--- src/rtl/fsq_pkg.sv ---
`timescale 1ns/1ps
package fsq_pkg;
  localparam int unsigned FSQ_STAGES = 3;

  typedef struct packed {
    logic clr_n;
    logic setp;
    logic sel;
    logic load;
  } fsq_strobe_t;
endpackage

--- src/rtl/fsq_rst_sync.sv ---
`timescale 1ns/1ps
module fsq_rst_sync #(
  parameter int unsigned STAGES = 2
) (
  input  logic clk,
  input  logic arst_n,
  output logic srst_n
);
  logic [STAGES-1:0] sh_q;

  always_ff @(posedge clk or negedge arst_n) begin
    if (!arst_n) sh_q <= '0;
    else         sh_q <= {sh_q[STAGES-2:0], 1'b1};
  end

  assign srst_n = sh_q[STAGES-1];
endmodule

--- src/rtl/fsq_edge_det.sv ---
`timescale 1ns/1ps
module fsq_edge_det #(
  parameter int unsigned SYNC = 2
) (
  input  logic clk,
  input  logic rst_n,
  input  logic din,
  output logic rise
);
  logic [SYNC:0] sh_q;

  always_ff @(posedge clk or negedge rst_n) begin
    if (!rst_n) sh_q <= '0;
    else        sh_q <= {sh_q[SYNC-1:0], din};
  end

  assign rise = sh_q[SYNC-1] & ~sh_q[SYNC];
endmodule

--- src/rtl/fsq_token_bit.sv ---
`timescale 1ns/1ps
module fsq_token_bit #(
  parameter int unsigned RISE_CYC = 3,
  parameter int unsigned FALL_CYC = 1
) (
  input  logic clk,
  input  logic rst_n,
  input  logic tgt_i,
  output logic q_o
);
  localparam int unsigned MAXD = (RISE_CYC > FALL_CYC) ? RISE_CYC : FALL_CYC;
  localparam int unsigned CW   = $clog2(MAXD + 1);
  localparam logic [CW-1:0] LIM_RISE = CW'(RISE_CYC - 1);
  localparam logic [CW-1:0] LIM_FALL = CW'(FALL_CYC - 1);

  logic          q_q, q_nxt;
  logic [CW-1:0] cnt_q, cnt_nxt;
  logic [CW-1:0] lim;

  always_comb begin
    q_nxt   = q_q;
    cnt_nxt = '0;
    lim     = q_q ? LIM_FALL : LIM_RISE;
    if (q_q != tgt_i) begin
      if (cnt_q == lim) q_nxt   = tgt_i;
      else              cnt_nxt = cnt_q + 1'b1;
    end
  end

  always_ff @(posedge clk or negedge rst_n) begin
    if (!rst_n) begin
      q_q   <= 1'b0;
      cnt_q <= '0;
    end else begin
      q_q   <= q_nxt;
      cnt_q <= cnt_nxt;
    end
  end

  assign q_o = q_q;

  // a token bit only ever moves toward its target
  p_toward_target_r5: assert property (@(posedge clk) disable iff (!rst_n)
    (q_q != $past(q_q)) |-> (q_q == $past(tgt_i)));
endmodule

--- src/rtl/fuse_sense_seq.sv ---
`timescale 1ns/1ps
module fuse_sense_seq #(
  parameter int unsigned RISE_CYC    = 3,
  parameter int unsigned FALL_CYC    = 1,
  parameter int unsigned SYNC_STAGES = 2
) (
  input  logic clk,
  input  logic rst_n,
  input  logic sense_req,
  output logic fuse_clr_n,
  output logic fuse_setp,
  output logic path_sel,
  output logic latch_load,
  output logic seq_done
);
  import fsq_pkg::*;

  localparam int unsigned NS   = FSQ_STAGES;
  localparam int unsigned LAST = NS - 1;

  logic          rst_s_n;
  logic          sense_rise;
  logic          run_q, run_nxt;
  logic          por_q, por_nxt;
  logic          last_d_q;
  logic          idle, start;
  logic [NS-1:0] tok;
  logic [NS-1:0] tgt;
  fsq_strobe_t   stb;

  fsq_rst_sync #(.STAGES(2)) u_rst (
    .clk(clk), .arst_n(rst_n), .srst_n(rst_s_n)
  );

  fsq_edge_det #(.SYNC(SYNC_STAGES)) u_edge (
    .clk(clk), .rst_n(rst_s_n), .din(sense_req), .rise(sense_rise)
  );

  // token chain: bit 0 follows the run flag, each later bit follows its predecessor
  for (genvar i = 0; i < NS; i++) begin : g_tok
    if (i == 0) begin : g_head
      assign tgt[i] = run_q;
    end else begin : g_link
      assign tgt[i] = tok[i-1];
    end
    fsq_token_bit #(.RISE_CYC(RISE_CYC), .FALL_CYC(FALL_CYC)) u_bit (
      .clk(clk), .rst_n(rst_s_n), .tgt_i(tgt[i]), .q_o(tok[i])
    );
  end

  always_comb begin
    idle    = ~run_q & ~(|tok);
    start   = idle & (sense_rise | por_q);
    por_nxt = por_q & ~start;
    run_nxt = run_q;
    if (start)          run_nxt = 1'b1;
    else if (tok[LAST]) run_nxt = 1'b0;
  end

  always_ff @(posedge clk or negedge rst_s_n) begin
    if (!rst_s_n) begin
      run_q    <= 1'b0;
      por_q    <= 1'b1;
      last_d_q <= 1'b0;
    end else begin
      run_q    <= run_nxt;
      por_q    <= por_nxt;
      last_d_q <= tok[LAST];
    end
  end

  always_comb begin
    stb.clr_n = ~(tok[0] & ~tok[1]);
    stb.setp  = tok[1] & ~tok[LAST];
    stb.sel   = tok[LAST];
    stb.load  = tok[LAST];
  end

  assign fuse_clr_n = stb.clr_n;
  assign fuse_setp  = stb.setp;
  assign path_sel   = stb.sel;
  assign latch_load = stb.load;
  assign seq_done   = last_d_q & ~tok[LAST];

  p_strobe_excl_r4: assert property (@(posedge clk) disable iff (!rst_s_n)
    $onehot0({~fuse_clr_n, fuse_setp, latch_load}));

  p_clr_before_setp_r4: assert property (@(posedge clk) disable iff (!rst_s_n)
    $rose(fuse_setp) |-> $past(!fuse_clr_n));

  p_setp_before_load_r4: assert property (@(posedge clk) disable iff (!rst_s_n)
    $rose(latch_load) |-> $past(fuse_setp));

  p_done_single_r7: assert property (@(posedge clk) disable iff (!rst_s_n)
    seq_done |=> !seq_done);

  p_done_after_load_r7: assert property (@(posedge clk) disable iff (!rst_s_n)
    seq_done |-> ($past(latch_load) && !latch_load));

  p_busy_ignored_r8: assert property (@(posedge clk) disable iff (!rst_s_n)
    (sense_rise && latch_load) |=> !(fuse_clr_n == 1'b0));
endmodule

--- config.mk ---
export PLATFORM = sky130hd
export DESIGN_NAME = fuse_sense_seq
export DESIGN_NICKNAME = d
export VERILOG_FILES = /design/src/rtl/fsq_pkg.sv /design/src/rtl/fsq_rst_sync.sv /design/src/rtl/fsq_edge_det.sv /design/src/rtl/fsq_token_bit.sv /design/src/rtl/fuse_sense_seq.sv
export SDC_FILE = /design/constraint.sdc
export NUM_CORES = 1
export LEC_CHECK = 0
export BUFFER_PORTS_ARGS = -buffer_cell sky130_fd_sc_hd__buf_2
export CAP_MARGIN = 20
export CORE_MARGIN = 2
export CORE_UTILIZATION = 35
export DETAILED_ROUTE_END_ITERATION = 12
export SETUP_SLACK_MARGIN = 0.1
export SYNTH_ARGS = -nofsm -noshare
export SYNTH_HDL_FRONTEND = slang
export SYNTH_SLANG_ARGS = --single-unit
--- constraint.sdc ---
create_clock -name clk -period 0.8 [get_ports clk]
set_input_delay 0 -clock clk [delete_from_list [all_inputs] [get_ports clk]]
set_output_delay 0 -clock clk [all_outputs]
set_load 0.02 [all_outputs]
# After elaboration in Yosys (flattened, before gate mapping)
# Cells that the tools add are included.
# word_totals
n_memories,0
mem_bits_ro,0
in_bits,3
ff_bits,17
latch_bits,0
wordCells,51
ram_bits,0
# op_classes
reduce_logical,5
n_eq_ne,6
div_mod_pow,0
n_addsub,3
shifts,0
n_bitwise,15
n_mul,0
n_lt_le_gt_ge,0
mux,11
# ops
cell,count
$mux 2,9
$and 1x1->1,7
$not 1->1,7
$add 2x1->2 const B,3
$eq 2x2->1,3
$reduce_and 2->1,3
$ne 1x1->1,3
$reduce_or 3->1,1
$mux 1,2
$reduce_bool 2->1,1
$or 1x1->1,1

# Depth between registers and ports, before layout
# depth
ltp_word,6
ltp_mapped,5
depth_no_buf,5

# Modules after synthesis
# Synthesis repeated with hierarchy kept, for this count alone.
# hier_totals
cells_unflattened,64
area_unflattened_um2,695.7
# by_module_without_submodules
mod,seq_area_each_um2,n_inst,area_per_inst_um2,cells_per_inst
fsq_token_bit,75.1,3,138.9,15
fuse_sense_seq,76.3,1,136.4,12
fsq_edge_det,75.1,1,88.8,4
fsq_rst_sync,50.0,1,53.8,3

# Worst setup path before layout
# OpenSTA, ideal clock, no wires.
# synth_path
path_type,register to register
from,reg g_tok[2].u_bit.q_q
to,reg g_tok[2].u_bit.q_q
arrival_ps,1299
stages_incl_launch_ff,5
path_buffers,0
slack_ps,-626
required_ps,673
path_cell_list,dfrtp_1 inv_1 ha_1 o31ai_1 a21oi_1
# synth_via
elab_chain_len,3
word_cells_on_any_way,4
classes_between,eq/ne: 2; mux: 1; reduce/logical: 1
# synth_rtl
item,line,source
"start, declared",fsq_token_bit.sv:16,"logic q_q, q_nxt;"
"start signal, assigned",fsq_token_bit.sv:35,q_q <= q_nxt;
$mux 2,fsq_token_bit.sv:23,lim = q_q ? LIM_FALL : LIM_RISE;
$eq 2x2->1,fsq_token_bit.sv:25,if (cnt_q == lim) q_nxt = tgt_i;
$reduce_and 2->1 (no source line) *,n/a,
# Mark *: on every way between the ends. The rest lies on a longest branch, timed or not.
# A chain may end at the register's enable or synchronous reset.

# Final worst setup path
# layout_path
from,reg g_tok[1].u_bit.q_q
to,reg g_tok[2].u_bit.q_q
# layout_via
elab_chain_len,2
# layout_rtl
item,line,source
"start, declared",fsq_token_bit.sv:16,
"start signal, assigned",fsq_token_bit.sv:35,
$ne 1x1->1,fsq_token_bit.sv:24,if (q_q != tgt_i) begin
$reduce_and 2->1 (no source line),n/a,
# Several ways; a longest one is shown, not always the timed one.

==> tab_implementation.tex <==
\begin{tabular}{lr}
\hline
Metric & Value \\
\hline
\multicolumn{2}{l}{\textbf{Timing}} \\
Count of final hold-check violations & 0 \\
FMAX & roughly 850 MHz \\
Minimum setup slack in the final design & -0.371 ns \\
Final setup skew & $\sim$0.0030 ns \\
Tcrit/Tclk final & 146\% \\
Final-report max-slew violation count & 0 \\
Total negative slack for setup checks & -3.39 ns \\
Unrepaired setup endpoints after global routing & yes \\
Fin crit period & around 1.2 ns \\
Setup violators final & 16 \\
\multicolumn{2}{l}{\textbf{Synth}} \\
Combinational family with the most area after synthesis & compound AO/OA/AOI/OAI gates \\
Number of synthesized flops with an enable pin & 0 \\
Share of the synthesized area in the top cell type & between 50 and 60\% \\
Yosys cell types & 27 \\
Proportion of register bits with asynchronous set or reset after synthesis & 100\% \\
Most area-consuming cells after synthesis & sky130\_fd\_sc\_hd\_\_dfrtp\_1, sky130\_fd\_sc\_hd\_\_ha\_1, sky130\_fd\_sc\_hd\_\_a21oi\_1, sky130\_fd\_sc\_hd\_\_dfstp\_2, sky130\_fd\_sc\_hd\_\_inv\_1 \\
Mapped Cells & between 60 and 70 \\
Post-Synth XOR/XNOR Area & 2.49\% \\
Post-Synth Simple-Gate Area & between 10 and 15\% \\
Proportion of synthesized area in mux cells & under 10\% \\
Share of synthesized cell area in full adder, half adder and majority cells & under 10\% \\
Average instance area after synthesis & between 10 and 15 um2 \\
Total standard cell area after synthesis & between 700 and 800 um2 \\
Complex-gate fraction of the synthesized area & 13.7\% \\
Net count of the mapped netlist & 67 \\
Most used flip-flop cell after synthesis & sky130\_fd\_sc\_hd\_\_dfrtp\_1 \\
Post-synthesis cell type with the largest combined area & sky130\_fd\_sc\_hd\_\_dfrtp\_1 \\
Number of synthesized register bits & 17 \\
Sequential cell area fraction in the yosys report & $\sim$60\% \\
Synth warn & 0 \\
\multicolumn{2}{l}{\textbf{Placement}} \\
Final weighted congestion in routability-driven placement & between 0.7 and 0.8 \\
Post-Place Setup Slack & -0.387 ns \\
Estimated wirelength of the detail-placed design & 943 um \\
Port buffer count & 7 \\
\multicolumn{2}{l}{\textbf{Critical path}} \\
CP endpoint kind & register \\
Endpoint arrival time on the critical path & 1.34 ns \\
Type of the setup path with the least slack & register to register \\
Crit Reg-Reg Startpoint & g\_tok[1].u\_bit.q\_o \\
Worst Setup Start Kind & register \\
Worst reg-to-reg setup slack & -0.37 ns \\
Origin of the worst setup path & g\_tok[1].u\_bit.q\_o \\
Required time of the worst setup path & around 0.97 ns \\
Largest fanout on the critical path & 3 \\
\multicolumn{2}{l}{\textbf{Floorplan}} \\
Top-level port count & 8 \\
Chip Height & 48.8 um \\
Core Footprint & 0.00192 mm2 \\
Die outline area & around 0.0024 mm2 \\
Die X & approximately 50 um \\
Row count & 16 \\
Initial Utilization & a little over a third \\
\multicolumn{2}{l}{\textbf{Routing}} \\
Wire length per cell after detailed routing & between 10 and 15 um \\
Violation count after the first detailed-route iteration & 4 \\
Final WL & 1.46 mm \\
Ratio of routed vias to standard cells & 4.61 \\
DRC violations left & 0 \\
Count of TritonRoute iterations in the first routing pass & 2 \\
DR vias & about 540 \\
Final ANT Viol Nets & 0 \\
\multicolumn{2}{l}{\textbf{Cells and area}} \\
Synthesis-to-layout area growth & 60.9\% \\
Final Net Count & 98 \\
Share of final-layout standard cells stronger than drive strength 1 & between 60\% and 70\% \\
Most frequent cells in the layout & sky130\_fd\_sc\_hd\_\_dfrtp\_1, sky130\_fd\_sc\_hd\_\_buf\_4, sky130\_fd\_sc\_hd\_\_buf\_6 \\
Ant. Diodes & 0 \\
Most common library cell in the layout ignoring fill and taps & sky130\_fd\_sc\_hd\_\_dfrtp\_1 \\
End-of-flow core utilization & about three fifths \\
Filler cell count in the final layout & 168 \\
\multicolumn{2}{l}{\textbf{Power and ir drop}} \\
Post-route total power & between 0.004 and 0.005 W \\
IR Drop Worst-Case VDD & around 0.0023 V \\
Ratio of total power to cell area & approximately 4000 mW/mm2 \\
LEAKAGE & roughly 0.49 nW \\
\multicolumn{2}{l}{\textbf{Global route}} \\
Global route overflow & 0 \\
Wire length of the first global-routing pass & $\sim$2.5 mm \\
Vias in the first global route & $\sim$570 \\
Number of antenna violations at the first check in global routing & 0 \\
Global-route total usage across every layer & about 14\% \\
Largest net degree at the start of global routing & 10 \\
\multicolumn{2}{l}{\textbf{Worst hold path}} \\
Hold Crit Class & input port to asynchronous set/reset pin \\
\multicolumn{2}{l}{\textbf{CTS}} \\
Clock Tree Buf Depth & 2 \\
Clock insertion delay at the later pin of the skew report & roughly 0.28 ns \\
Count of H-tree levels built during CTS & 1 \\
Clock Tree Root & sky130\_fd\_sc\_hd\_\_clkbuf\_4 \\
Clock Sink Count & 17 \\
Number of buffers created by CTS & 3 \\
Clock edge transition at the registers on the reported setup and hold paths & about 0.090 ns \\
Clock tree from TritonCTS & yes \\
\multicolumn{2}{l}{\textbf{Flow run}} \\
Maxcap violations & 0 \\
\multicolumn{2}{l}{\textbf{Run status}} \\
Violated checks & setup timing \\
Status & finished, violations left \\
\hline
\end{tabular}
==> metal layers <==
layer / up-vias / GRT usage (%) / part of all wire, %
met4: 0 / 5.71 / 1.7
met5: - / 0 / 0
met2: 4 / 24.4 / 52
li1: 267 / - / -
met3: 4 / 2.15 / 1.9
met1: 269 / 16.5 / 44
==> timing repair <==
action,4_1_cts,5_1_grt
resized for setup,25,14
setup endpoints to repair,17,16
setup buffers,4,3
hold buffers,2,0
pin swaps,5,2
hold endpoints to repair,3,0
==> Yosys cell counts (2+ instances only) <==
master,n
sky130_fd_sc_hd__nand2b_1,2
sky130_fd_sc_hd__nand2_1,2
sky130_fd_sc_hd__a21oi_1,6
sky130_fd_sc_hd__inv_1,7
sky130_fd_sc_hd__nor2b_1,2
sky130_fd_sc_hd__ha_1,3
sky130_fd_sc_hd__nand3_1,2
sky130_fd_sc_hd__dfrtp_1,16
sky130_fd_sc_hd__o21ai_0,3
==> logic make-up after synthesis <==
family | Yosys count
AO/OA/AOI/OAI | 15
AND/OR/NAND/NOR | 14
flip-flops | 17
other | 1
XOR/XNOR | 2
adder cells (fa/ha/maj) | 3
multiplexers | 1
buffers and inverters | 8
==> path summary, 6_finish.rpt <==
kind	to	depth (start not counted)
min in group clk	u_rst.sh_q[1]	0
hold / removal	u_rst.sh_q[1]	2
hold reg to reg	run_q	0
max in group asynchronous	g_tok[2].u_bit.cnt_q[1]	1
setup / recovery	g_tok[2].u_bit.q_o	4
setup reg to reg	g_tok[2].u_bit.q_o	4
==> through the flow <==
| stage | instance area, um2 | hold slack, ns | cells |
|---|---|---|---|
| floorplan | 749 | -0.296 | 61 |
| global placement | 893 | -0.215 | 105 |
| detailed placement | 893 | -0.209 | 105 |
| CTS | 1060 | 0.0190 | 115 |
| global route | 1130 | 0.0296 | 118 |
| finish | 1130 | 0.0269 | 118 |
==> critical path, stage by stage, from the launching register on <==
cell and delay [ns]:
sky130_fd_sc_hd__dfrtp_1 0.41, sky130_fd_sc_hd__buf_6 0.13, sky130_fd_sc_hd__ha_4 0.24, sky130_fd_sc_hd__o31ai_2 0.19, sky130_fd_sc_hd__a21oi_1 0.09
==> registers in the layout, indices dropped and copies added (netlist names) <==
signal,flops
u_rst.sh_q,2
last_d_q,1
g_tok.u_bit.q_o,3
g_tok.u_bit.cnt_q,6
run_q,1
u_edge.sh_q,3
por_q,1
==> final cells by class <==
class | count | area [um2] | area share (%)
clock buffer | 4 | 26.3 | 2.32
inverter | 7 | 26.3 | 2.32
multi-input combinational | 36 | 367 | 32.4
sequential | 17 | 430 | 38.1
tap | 27 | 33.8 | 2.99
timing repair buffer | 27 | 248 | 21.9
==> where the power goes <==
part | switching (W) | total (W) | internal [W]
clock network | 0.000250 | 0.000443 | 0.000193
registers | 0.000296 | 0.00142 | 0.00112
logic | 0.00120 | 0.00267 | 0.00147
Note: power is estimated with default switching activity, not from simulation.
